### src/rtl/kp_pkg.sv
package kp_pkg;
   localparam int KP_NUM_KEYS   = 10;
   localparam int KP_CTL_W      = 16;
   localparam int KP_RIGHT_BIT  = 4;
   localparam int KP_LEFT_BIT   = 5;
   localparam int KP_UP_BIT     = 6;
   localparam int KP_DOWN_BIT   = 7;
   localparam int KP_EN_BIT     = 14;
   localparam int KP_ALL_BIT    = 15;

   function automatic logic [KP_CTL_W-1:0] kp_ctl_mask(input int nkeys);
      logic [KP_CTL_W-1:0] m;
      m = '0;
      m[KP_EN_BIT]  = 1'b1;
      m[KP_ALL_BIT] = 1'b1;
      for (int i = 0; i < nkeys; i++) m[i] = 1'b1;
      return m;
   endfunction
endpackage

### src/rtl/kp_sampler.sv
module kp_sampler #(
   parameter int NUM_KEYS    = 10,
   parameter int SYNC_STAGES = 1,
   parameter bit FILTER_EN   = 1'b1,
   parameter int RIGHT_BIT   = 4,
   parameter int LEFT_BIT    = 5,
   parameter int UP_BIT      = 6,
   parameter int DOWN_BIT    = 7
) (
   input  logic                clk,
   input  logic                rst_n,
   input  logic [NUM_KEYS-1:0] keys_raw,
   input  logic                allow_opposing,
   output logic [NUM_KEYS-1:0] pressed_o
);
   localparam int LAST = SYNC_STAGES - 1;

   if (SYNC_STAGES < 1) begin : g_bad_stages
      $error("kp_sampler: SYNC_STAGES must be at least 1");
   end
   if (RIGHT_BIT >= NUM_KEYS || LEFT_BIT >= NUM_KEYS ||
       UP_BIT >= NUM_KEYS || DOWN_BIT >= NUM_KEYS) begin : g_bad_pos
      $error("kp_sampler: direction bit outside key vector");
   end

   for (genvar s = 0; s < SYNC_STAGES; s++) begin : g_stage
      logic [NUM_KEYS-1:0] q;
      if (s == 0) begin : g_first
         always_ff @(posedge clk or negedge rst_n) begin
            if (!rst_n) q <= '0;
            else        q <= keys_raw;
         end
      end else begin : g_next
         always_ff @(posedge clk or negedge rst_n) begin
            if (!rst_n) q <= '0;
            else        q <= g_stage[s-1].q;
         end
      end
   end

   logic [NUM_KEYS-1:0] sampled;
   assign sampled = g_stage[LAST].q;

   if (FILTER_EN) begin : g_filter
      always_comb begin
         pressed_o = sampled;
         if (!allow_opposing) begin
            if (sampled[RIGHT_BIT] && sampled[LEFT_BIT]) begin
               pressed_o[RIGHT_BIT] = 1'b0;
               pressed_o[LEFT_BIT]  = 1'b0;
            end
            if (sampled[UP_BIT] && sampled[DOWN_BIT]) begin
               pressed_o[UP_BIT]   = 1'b0;
               pressed_o[DOWN_BIT] = 1'b0;
            end
         end
      end

      p_lr_suppress_r3: assert property (@(posedge clk) disable iff (!rst_n)
         (!allow_opposing && sampled[RIGHT_BIT] && sampled[LEFT_BIT])
            |-> (!pressed_o[RIGHT_BIT] && !pressed_o[LEFT_BIT]));
      p_ud_suppress_r4: assert property (@(posedge clk) disable iff (!rst_n)
         (!allow_opposing && sampled[UP_BIT] && sampled[DOWN_BIT])
            |-> (!pressed_o[UP_BIT] && !pressed_o[DOWN_BIT]));
      p_passthru_r5: assert property (@(posedge clk) disable iff (!rst_n)
         allow_opposing |-> (pressed_o == sampled));
   end else begin : g_nofilter
      logic unused_allow;
      assign unused_allow = allow_opposing;
      assign pressed_o = sampled;
   end
endmodule

### src/rtl/kp_ctl_reg.sv
module kp_ctl_reg #(
   parameter int               CTL_W = 16,
   parameter logic [CTL_W-1:0] MASK  = 16'hC3FF
) (
   input  logic             clk,
   input  logic             rst_n,
   input  logic             we,
   input  logic [CTL_W-1:0] wdata,
   output logic [CTL_W-1:0] ctl_q
);
   always_ff @(posedge clk or negedge rst_n) begin
      if (!rst_n)  ctl_q <= '0;
      else if (we) ctl_q <= wdata & MASK;
   end

   p_write_masked_r6: assert property (@(posedge clk) disable iff (!rst_n)
      we |=> (ctl_q == ($past(wdata) & MASK)));
   p_hold_r6: assert property (@(posedge clk) disable iff (!rst_n)
      !we |=> $stable(ctl_q));
endmodule

### src/rtl/kp_irq_eval.sv
module kp_irq_eval #(
   parameter int NUM_KEYS = 10
) (
   input  logic                clk,
   input  logic                rst_n,
   input  logic [NUM_KEYS-1:0] pressed,
   input  logic [NUM_KEYS-1:0] sel,
   input  logic                en,
   input  logic                all_mode,
   output logic                irq
);
   logic [NUM_KEYS-1:0] hit;
   logic any_hit, all_hit, cond, cond_q;

   assign hit     = pressed & sel;
   assign any_hit = |hit;
   assign all_hit = (|sel) && (hit == sel);
   assign cond    = en && (all_mode ? all_hit : any_hit);

   always_ff @(posedge clk or negedge rst_n) begin
      if (!rst_n) cond_q <= 1'b0;
      else        cond_q <= cond;
   end

   assign irq = cond && !cond_q;

   p_single_pulse_r9: assert property (@(posedge clk) disable iff (!rst_n)
      irq |=> !irq);
   p_disabled_quiet_r11: assert property (@(posedge clk) disable iff (!rst_n)
      !en |-> !irq);
   p_all_mode_r8: assert property (@(posedge clk) disable iff (!rst_n)
      (all_mode && irq) |-> ((pressed & sel) == sel && sel != '0));
endmodule

### src/rtl/keypad_irq_unit.sv
module keypad_irq_unit
   import kp_pkg::*;
#(
   parameter int NUM_KEYS    = KP_NUM_KEYS,
   parameter int SYNC_STAGES = 1,
   parameter bit FILTER_EN   = 1'b1
) (
   input  logic                clk,
   input  logic                rst_n,
   input  logic [NUM_KEYS-1:0] keys_raw,
   input  logic                allow_opposing,
   input  logic                ctl_we,
   input  logic [KP_CTL_W-1:0] ctl_wdata,
   output logic [NUM_KEYS-1:0] key_status,
   output logic [KP_CTL_W-1:0] ctl_rdata,
   output logic                irq
);
   localparam logic [KP_CTL_W-1:0] CTL_MASK = kp_ctl_mask(NUM_KEYS);
   localparam logic [NUM_KEYS-1:0] ALL_UP   = '1;

   if (NUM_KEYS < 8 || NUM_KEYS > KP_EN_BIT) begin : g_bad_keys
      $error("keypad_irq_unit: NUM_KEYS must lie between 8 and 14");
   end

   logic [NUM_KEYS-1:0] pressed;
   logic [KP_CTL_W-1:0] ctl_q;

   kp_sampler #(
      .NUM_KEYS(NUM_KEYS), .SYNC_STAGES(SYNC_STAGES), .FILTER_EN(FILTER_EN),
      .RIGHT_BIT(KP_RIGHT_BIT), .LEFT_BIT(KP_LEFT_BIT),
      .UP_BIT(KP_UP_BIT), .DOWN_BIT(KP_DOWN_BIT)
   ) u_sampler (
      .clk(clk), .rst_n(rst_n), .keys_raw(keys_raw),
      .allow_opposing(allow_opposing), .pressed_o(pressed)
   );

   kp_ctl_reg #(.CTL_W(KP_CTL_W), .MASK(CTL_MASK)) u_ctl (
      .clk(clk), .rst_n(rst_n), .we(ctl_we), .wdata(ctl_wdata), .ctl_q(ctl_q)
   );

   kp_irq_eval #(.NUM_KEYS(NUM_KEYS)) u_irq (
      .clk(clk), .rst_n(rst_n), .pressed(pressed),
      .sel(ctl_q[NUM_KEYS-1:0]), .en(ctl_q[KP_EN_BIT]),
      .all_mode(ctl_q[KP_ALL_BIT]), .irq(irq)
   );

   assign key_status = ALL_UP ^ pressed;
   assign ctl_rdata  = ctl_q;

   p_reset_idle_r1: assert property (@(posedge clk) disable iff (!rst_n)
      $rose(rst_n) |-> (ctl_rdata == '0 && !irq));
endmodule

### config.mk
export PLATFORM = sky130hd
export DESIGN_NAME = keypad_irq_unit
export DESIGN_NICKNAME = d
export VERILOG_FILES = /design/src/rtl/kp_pkg.sv /design/src/rtl/kp_sampler.sv /design/src/rtl/kp_ctl_reg.sv /design/src/rtl/kp_irq_eval.sv /design/src/rtl/keypad_irq_unit.sv
export SDC_FILE = /design/constraint.sdc
export NUM_CORES = 1
export LEC_CHECK = 0
export BUFFER_PORTS_ARGS = -buffer_cell sky130_fd_sc_hd__buf_4
export CAP_MARGIN = 25
export CORE_MARGIN = 3
export CORE_UTILIZATION = 40
export DETAILED_ROUTE_END_ITERATION = 10
export GPL_TIMING_DRIVEN = 0
export PLACE_DENSITY = 0.76
export SLEW_MARGIN = 10
export SYNTH_ARGS = -nofsm -noshare
export SYNTH_HDL_FRONTEND = slang
export SYNTH_SLANG_ARGS = --single-unit
### constraint.sdc
create_clock -name clk -period 2.3 [get_ports clk]
set_clock_uncertainty 0.2 [all_clocks]
set_input_delay 0.23 -clock clk [delete_from_list [all_inputs] [get_ports clk]]
set_output_delay 0.23 -clock clk [all_outputs]
set_load 0.02 [all_outputs]
==> results of run 1 <==
cell families (layout without fill, tap and decap cells):
group           count (synthesis)  after routing  share of synthesized area (%)
flops                          23             23                           57.0
simple gates                   17             17                           8.43
mux                             6              6                           6.69
buf+inv                        24            100                           11.2
other cells                     1              4                          0.371
compound gates                 23             23                           16.4
placed cells by master, fill, tap and decap left out, types with 2 or more instances in the layout:
cell | netlist | routed
inv_2 | 1 | 3
dfrtp_2 | 0 | 3
clkbuf_4 | 0 | 3
nand2_1 | 10 | 10
a222oi_1 | 2 | 2
mux2_2 | 6 | 6
dfrtp_1 | 23 | 20
dlygate4sd3_1 | 0 | 23
a221o_1 | 2 | 2
buf_4 | 6 | 54
inv_1 | 15 | 13
o21ai_0 | 10 | 9
o22ai_1 | 2 | 2
clkbuf_1 | 2 | 3
conb_1 | 1 | 4
nor4_1 | 2 | 2
timing repair:
item	CTS	global route
pin swaps	4	1
hold endpoints to repair	45	0
setup endpoints to repair	1	1
buffers inserted	2	0
gates resized for setup	4	4
hold buffers	23	0
cell type report:
type / instances / area, sq um / area share [%]
clock buffers: 4 / 26.3 / 1.55
plain buffers: 8 / 52.6 / 3.11
repair buffers: 72 / 602 / 35.6
multi-input cells: 50 / 337 / 19.9
well taps: 28 / 35.0 / 2.07
inverters: 16 / 60.1 / 3.55
flip-flops and latches: 23 / 579 / 34.2
state kept, by name, indices dropped and copies added (netlist names):
name and flops:
u_irq.cond_q 1, u_sampler.g_stage.q 10, u_ctl.ctl_q 12
critical path: stages (launching register included):
cell and delay, ns:
dfrtp_2 0.47, a22o_1 0.20, a221o_1 0.27, o41ai_2 0.33, and4b_1 0.25, buf_6 0.12
power breakdown:
group          internal, mW  switching, mW  leakage [nW]
clock network        0.0676          0.113        0.0150
logic                 0.142          0.121         0.566
registers             0.436         0.0340         0.269
final timing paths:
path,slack (ns),end
worst max-delay path,-0.07,irq
worst min-delay path,0.14,u_sampler.g_stage[0].q[2]
worst max register to register,0.52,u_irq.cond_q
worst min register to register,0.37,u_ctl.ctl_q[14]
max in group asynchronous,1.51,u_ctl.ctl_q[4]
min in group clk,0.19,u_irq.cond_q
metrics by stage:
stage	cells	utilization [%]
4_1_cts	201	73.5
3_3_place_gp	172	61.3
2_1_floorplan	97	-
3_5_place_dp	172	61.3
5_1_grt	201	73.6
6_report	201	73.6
layer usage:
layer	up-vias	global-route usage, %	routed length (microns)
li1	476	-	-
met1	466	24.0	1110
met2	47	32.2	1380
met3	2	4.87	252
met4	0	5.42	14
met5	-	0	0
==> results.cfg, run 1 <==
[sta]
finalCriticalPeriod_ns = 2.37
setup_ws_ns = -0.0674
timing.final.crit_share_pct = 103
maxSlewViolCount = 0
setup_viol = 1
hold_slack_ns = 0.143
rsz0062_at_grt = yes
fin_setup_tns_ns = -0.0674
relSlewSlack_pct = 64.0
worst_slew_pin_slew_ns = 0.540
fmax_mhz = 422
hold_viol_final = 0

[grt]
track_usage_pct = 19.1
grt_max_degree = 24
gr-total-overflow = 0
grt_first_pass_wirelength_microns = 4840
antenna_found_initial = 0
grt_pass1_vias = 1060

[min_path]
worstHoldPathType = in -> async

[pwr]
vdd_ir_drop_max_v = 0.000502
p_total_mw = 0.914
p_per_area_nw_per_um2 = 540
p_leak_nw = 0.851

[cells_and_area]
final.fill_count = 150
final_nets = 204
area_growth_pct = 67.5
finalInstanceArea_sq_um = 1690
n_antenna_cell = 0
drive_gt1_share_pct = 42.8

[cts]
cts_tree = built
cts_buffer_depth = 2
cts_sinks = 23
ctsRootBufferMaster = clkbuf_4
cts.clk_slew.worst_paths_ns = 0.12
h-tree-depth = 1
cts_buffers = 3
worstSkewPairLatency_ns = 0.30

[placement]
gp_congestion = 0.841
post-place-ws_ns = 0.201
portBuffers = 47
dpl_cell_area_sq_um = 1410
hpwl_microns = 1930

[yosys]
synth_edf_count = 0
synthFlopType = dfrtp_1
yosys-top-cells-area = dfrtp_1 (57%), mux2_2 (6.7%), inv_1 (5.6%), o21ai_0 (5.0%), buf_4 (4.5%)
yosys.area.top_type = dfrtp_1
ys_warn_count = 0
synth_seq_area_share_pct = 57.0
synth_most_common_cell = dfrtp_1
syn_avg_cell_area_sq_um = 10.7
synth_top_area_share_pct = 57.0
ys_async_sr_fraction_pct = 100
yosysUniqueCellTypes = 25
synth_common_cells = dfrtp_1 (23), inv_1 (15), nand2_1 (10), o21ai_0 (10)
synth_seq_cells = 23
syn_inst = 94
synth.cell_area_sq_um = 1010

[setup_path]
start_kind = register
ff2ff_path_depth = 5
cp-startpoint = u_ctl.ctl_q[5]
cp_max_fo = 7
reg2reg_from = u_ctl.ctl_q[0]
cp.arrival_ns = 1.94
worstPathRequired_ns = 1.87
critPathKind = reg -> out
end_kind = output pin

[drt]
routed_wl_microns = 2760
antenna_left = 0
vias = 991
drt-vias-per-instance = 4.93
wl_per_cell_microns = 13.7
drc = 0
dr.pass1.iters = 4
drt_first_iter_violations = 27

[die]
coreArea_sq_um = 2300
start_util_pct = 44.0
row_count = 17
ios = 57
die-area_sq_um = 3160
die-width_microns = 56.2
dieHeight_microns = 56.2

[flow_run]
drv_cap = 0

[outcome]
violations = negative setup slack
status = complete, but fails checks
Note: power is estimated with default switching activity, not from simulation.
==> run 2, diff against run 1 <==
CELL_PAD_IN_SITES_DETAIL_PLACEMENT = 1   (was default)
CELL_PAD_IN_SITES_GLOBAL_PLACEMENT = 2   (was default)
CORE_UTILIZATION = 24   (was 40)
PLACE_DENSITY = 0.79   (was 0.76)
==> run 2 against run 1 <==
Effect of this change:
- the run still ends with negative setup slack left
- combinational power is 8.4% higher
- clock-buffer cell count is 1 lower
- via count is 4.3% higher
- sequential power hardly changed
- sequential share of layout area is 2.1 points lower
- non-clock buffer count is 5 higher
- wire length is 20% higher
- global-route usage is 5.0 points lower
- critical endpoint unchanged
- highest routed layer unchanged
==> results.cfg, run 2 (synthesis gave the netlist of run 1 again) <==
[die]
row_count = 22
die-area_sq_um = 5020
coreArea_sq_um = 3850
dieHeight_microns = 70.9
die-width_microns = 70.9
start_util_pct = 26.2
ios = 57

[pwr]
p_comb_share_pct = 28.3
power_frac_seq_pct = 47.0
power_frac_clock_pct = 24.7
vdd_ir_drop_max_v = 0.000413
p_total_mw = 1.01
swShare_pct = 29.5
p_per_area_nw_per_um2 = 561
p_leak_nw = 0.894
p_sw_mw = 0.297
p_int_mw = 0.710

[setup_path]
ff2ff_path_depth = 5
worstPathRequired_ns = 1.87
critical-path-max-stage-delay_ns = 0.42
reg2reg_to = u_irq.cond_q
r2r_slack_ns = 0.50
cp_cell_sequence = a22o_1 -> a221o_1 -> o41ai_4 -> and4b_1 -> buf_6
reg2reg_from = u_sampler.g_stage[0].q[0]
cp.arrival_ns = 1.90
cp_max_fo = 4
start_kind = register
slowest_stage = dfrtp_1
critPathTopFamily = compound AO/OA/AOI/OAI gates
end_kind = output pin
critPathKind = reg -> out
cp_num_buf_inv = 1
cp.depth = 5

[sta]
relSlewSlack_pct = 66.4
worst_slew_pin_slew_ns = 0.504
timing.final.crit_share_pct = 101
maxSlewViolCount = 0
setup_viol = 1
fmax_mhz = 429
finalCriticalPeriod_ns = 2.33
hold_viol_final = 0
setup_ws_ns = -0.0326
rsz0062_at_grt = yes
fin_setup_tns_ns = -0.0326

[cts]
cts_buffer_depth = 2
cts_tree = built
cts.clk_slew.worst_paths_ns = 0.08
h-tree-depth = 1
ctsRootBufferMaster = clkbuf_8
cts_sinks = 23
worstSkewPairLatency_ns = 0.27
cts_buffers = 3

[drt]
wl_per_cell_microns = 14.7
routed_wl_microns = 3320
vias = 1034
drt-vias-per-instance = 4.58
antenna_left = 0
drt_first_iter_violations = 54
dr.pass1.iters = 4
drc = 0

[grt]
track_usage_pct = 14.0
grt_pass1_vias = 1137
grt_max_degree = 24
grt_first_pass_wirelength_microns = 5560
antenna_found_initial = 0
gr-total-overflow = 0

[cells_and_area]
most-common-layout-cells = buf_4 (58), dlygate4sd3_1 (23), dfrtp_1 (22)
reg_top3 = u_ctl.ctl_q: 12 flops, u_sampler.g_stage.q: 10 flops, u_irq.cond_q: 1 flops
area_growth_pct = 77.7
layout_commonest_cell = buf_4
drive_gt1_share_pct = 44.4
top_register = u_ctl.ctl_q
largest_reg_flops = 12
final_nets = 209
n_antenna_cell = 0

[placement]
portBuffers = 47
post-place-ws_ns = 0.172
hpwl_microns = 2330
gp_congestion = 0.821

[flow_run]
drv_cap = 0

[outcome]
violations = negative setup slack
status = complete, but fails checks

[min_path]
worstHoldPathType = in -> async
-- run 2: cell types whose count changed in the layout (fill, tap and decap cells not counted), sizes merged --
cell	before	now
clkinv	0	1
buf	55	60
clkbuf	6	5
-- run 2: per-layer routing --
| layer | global-route usage, % | part of all wire [%] | up-vias | wire, microns |
|---|---|---|---|---|
| li1 | - | - | 483 | - |
| met1 | 17.4 | 42 | 508 | 1380 |
| met2 | 24.1 | 51 | 41 | 1690 |
| met3 | 4.83 | 7.2 | 2 | 238 |
| met4 | 2.09 | 0.39 | 0 | 13 |
| met5 | 0 | 0 | - | 0 |
-- run 2: power by group through the flow --
stage / clock network [mW] / registers [mW] / logic (mW)
4_1_cts: 0.257 / 0.471 / 0.277
2_1_floorplan: 0 / 0.489 / 0.0997
5_1_grt: 0.282 / 0.479 / 0.310
3_3_place_gp: 0 / 0.478 / 0.225
3_5_place_dp: 0 / 0.480 / 0.228
6_report: 0.249 / 0.473 / 0.285
-- run 2: stage by stage --
| step | hold slack [ns] | std cells | instance area (sq um) | util (%) |
|---|---|---|---|---|
| floorplan | -0.266 | 97 | 1020 | - |
| global placement | -0.0628 | 192 | 1430 | 37.2 |
| detailed placement | -0.0569 | 192 | 1430 | 37.2 |
| CTS | 0.00191 | 224 | 1760 | 45.6 |
| global route | 0.218 | 226 | 1790 | 46.6 |
| finish | 0.190 | 226 | 1790 | 46.6 |
-- run 2: area by class of cell --
type                    count  area [sq um]
plain buffers               8          52.6
flip-flops and latches     23           577
clock buffers               3          41.3
inverters                  16          60.1
well taps                  48          60.1
clock inverters             1          5.00
repair buffers             77           643
multi-input cells          50           355
fillers                   464          2060
-- run 2: worst max-delay path by stage --
stage                               from  endpoint  slack, ns
3_5_place_dp   u_sampler.g_stage[0].q[7]       irq       0.17
4_1_cts                   u_ctl.ctl_q[4]       irq      -0.04
2_1_floorplan             u_ctl.ctl_q[0]       irq       0.25
3_3_place_gp              u_ctl.ctl_q[0]       irq       0.19
6_report                  u_ctl.ctl_q[0]       irq      -0.03
5_1_grt        u_sampler.g_stage[0].q[0]       irq      -0.16
-- run 2: what timing repair did --
action / in CTS / in global routing
endpoints found under the setup margin: 1 / 1
gates resized for setup: 5 / 5
hold buffers: 21 / 2
endpoints found under the hold margin: 43 / 2
buffers inserted: 7 / 0
pin swaps: 5 / 0
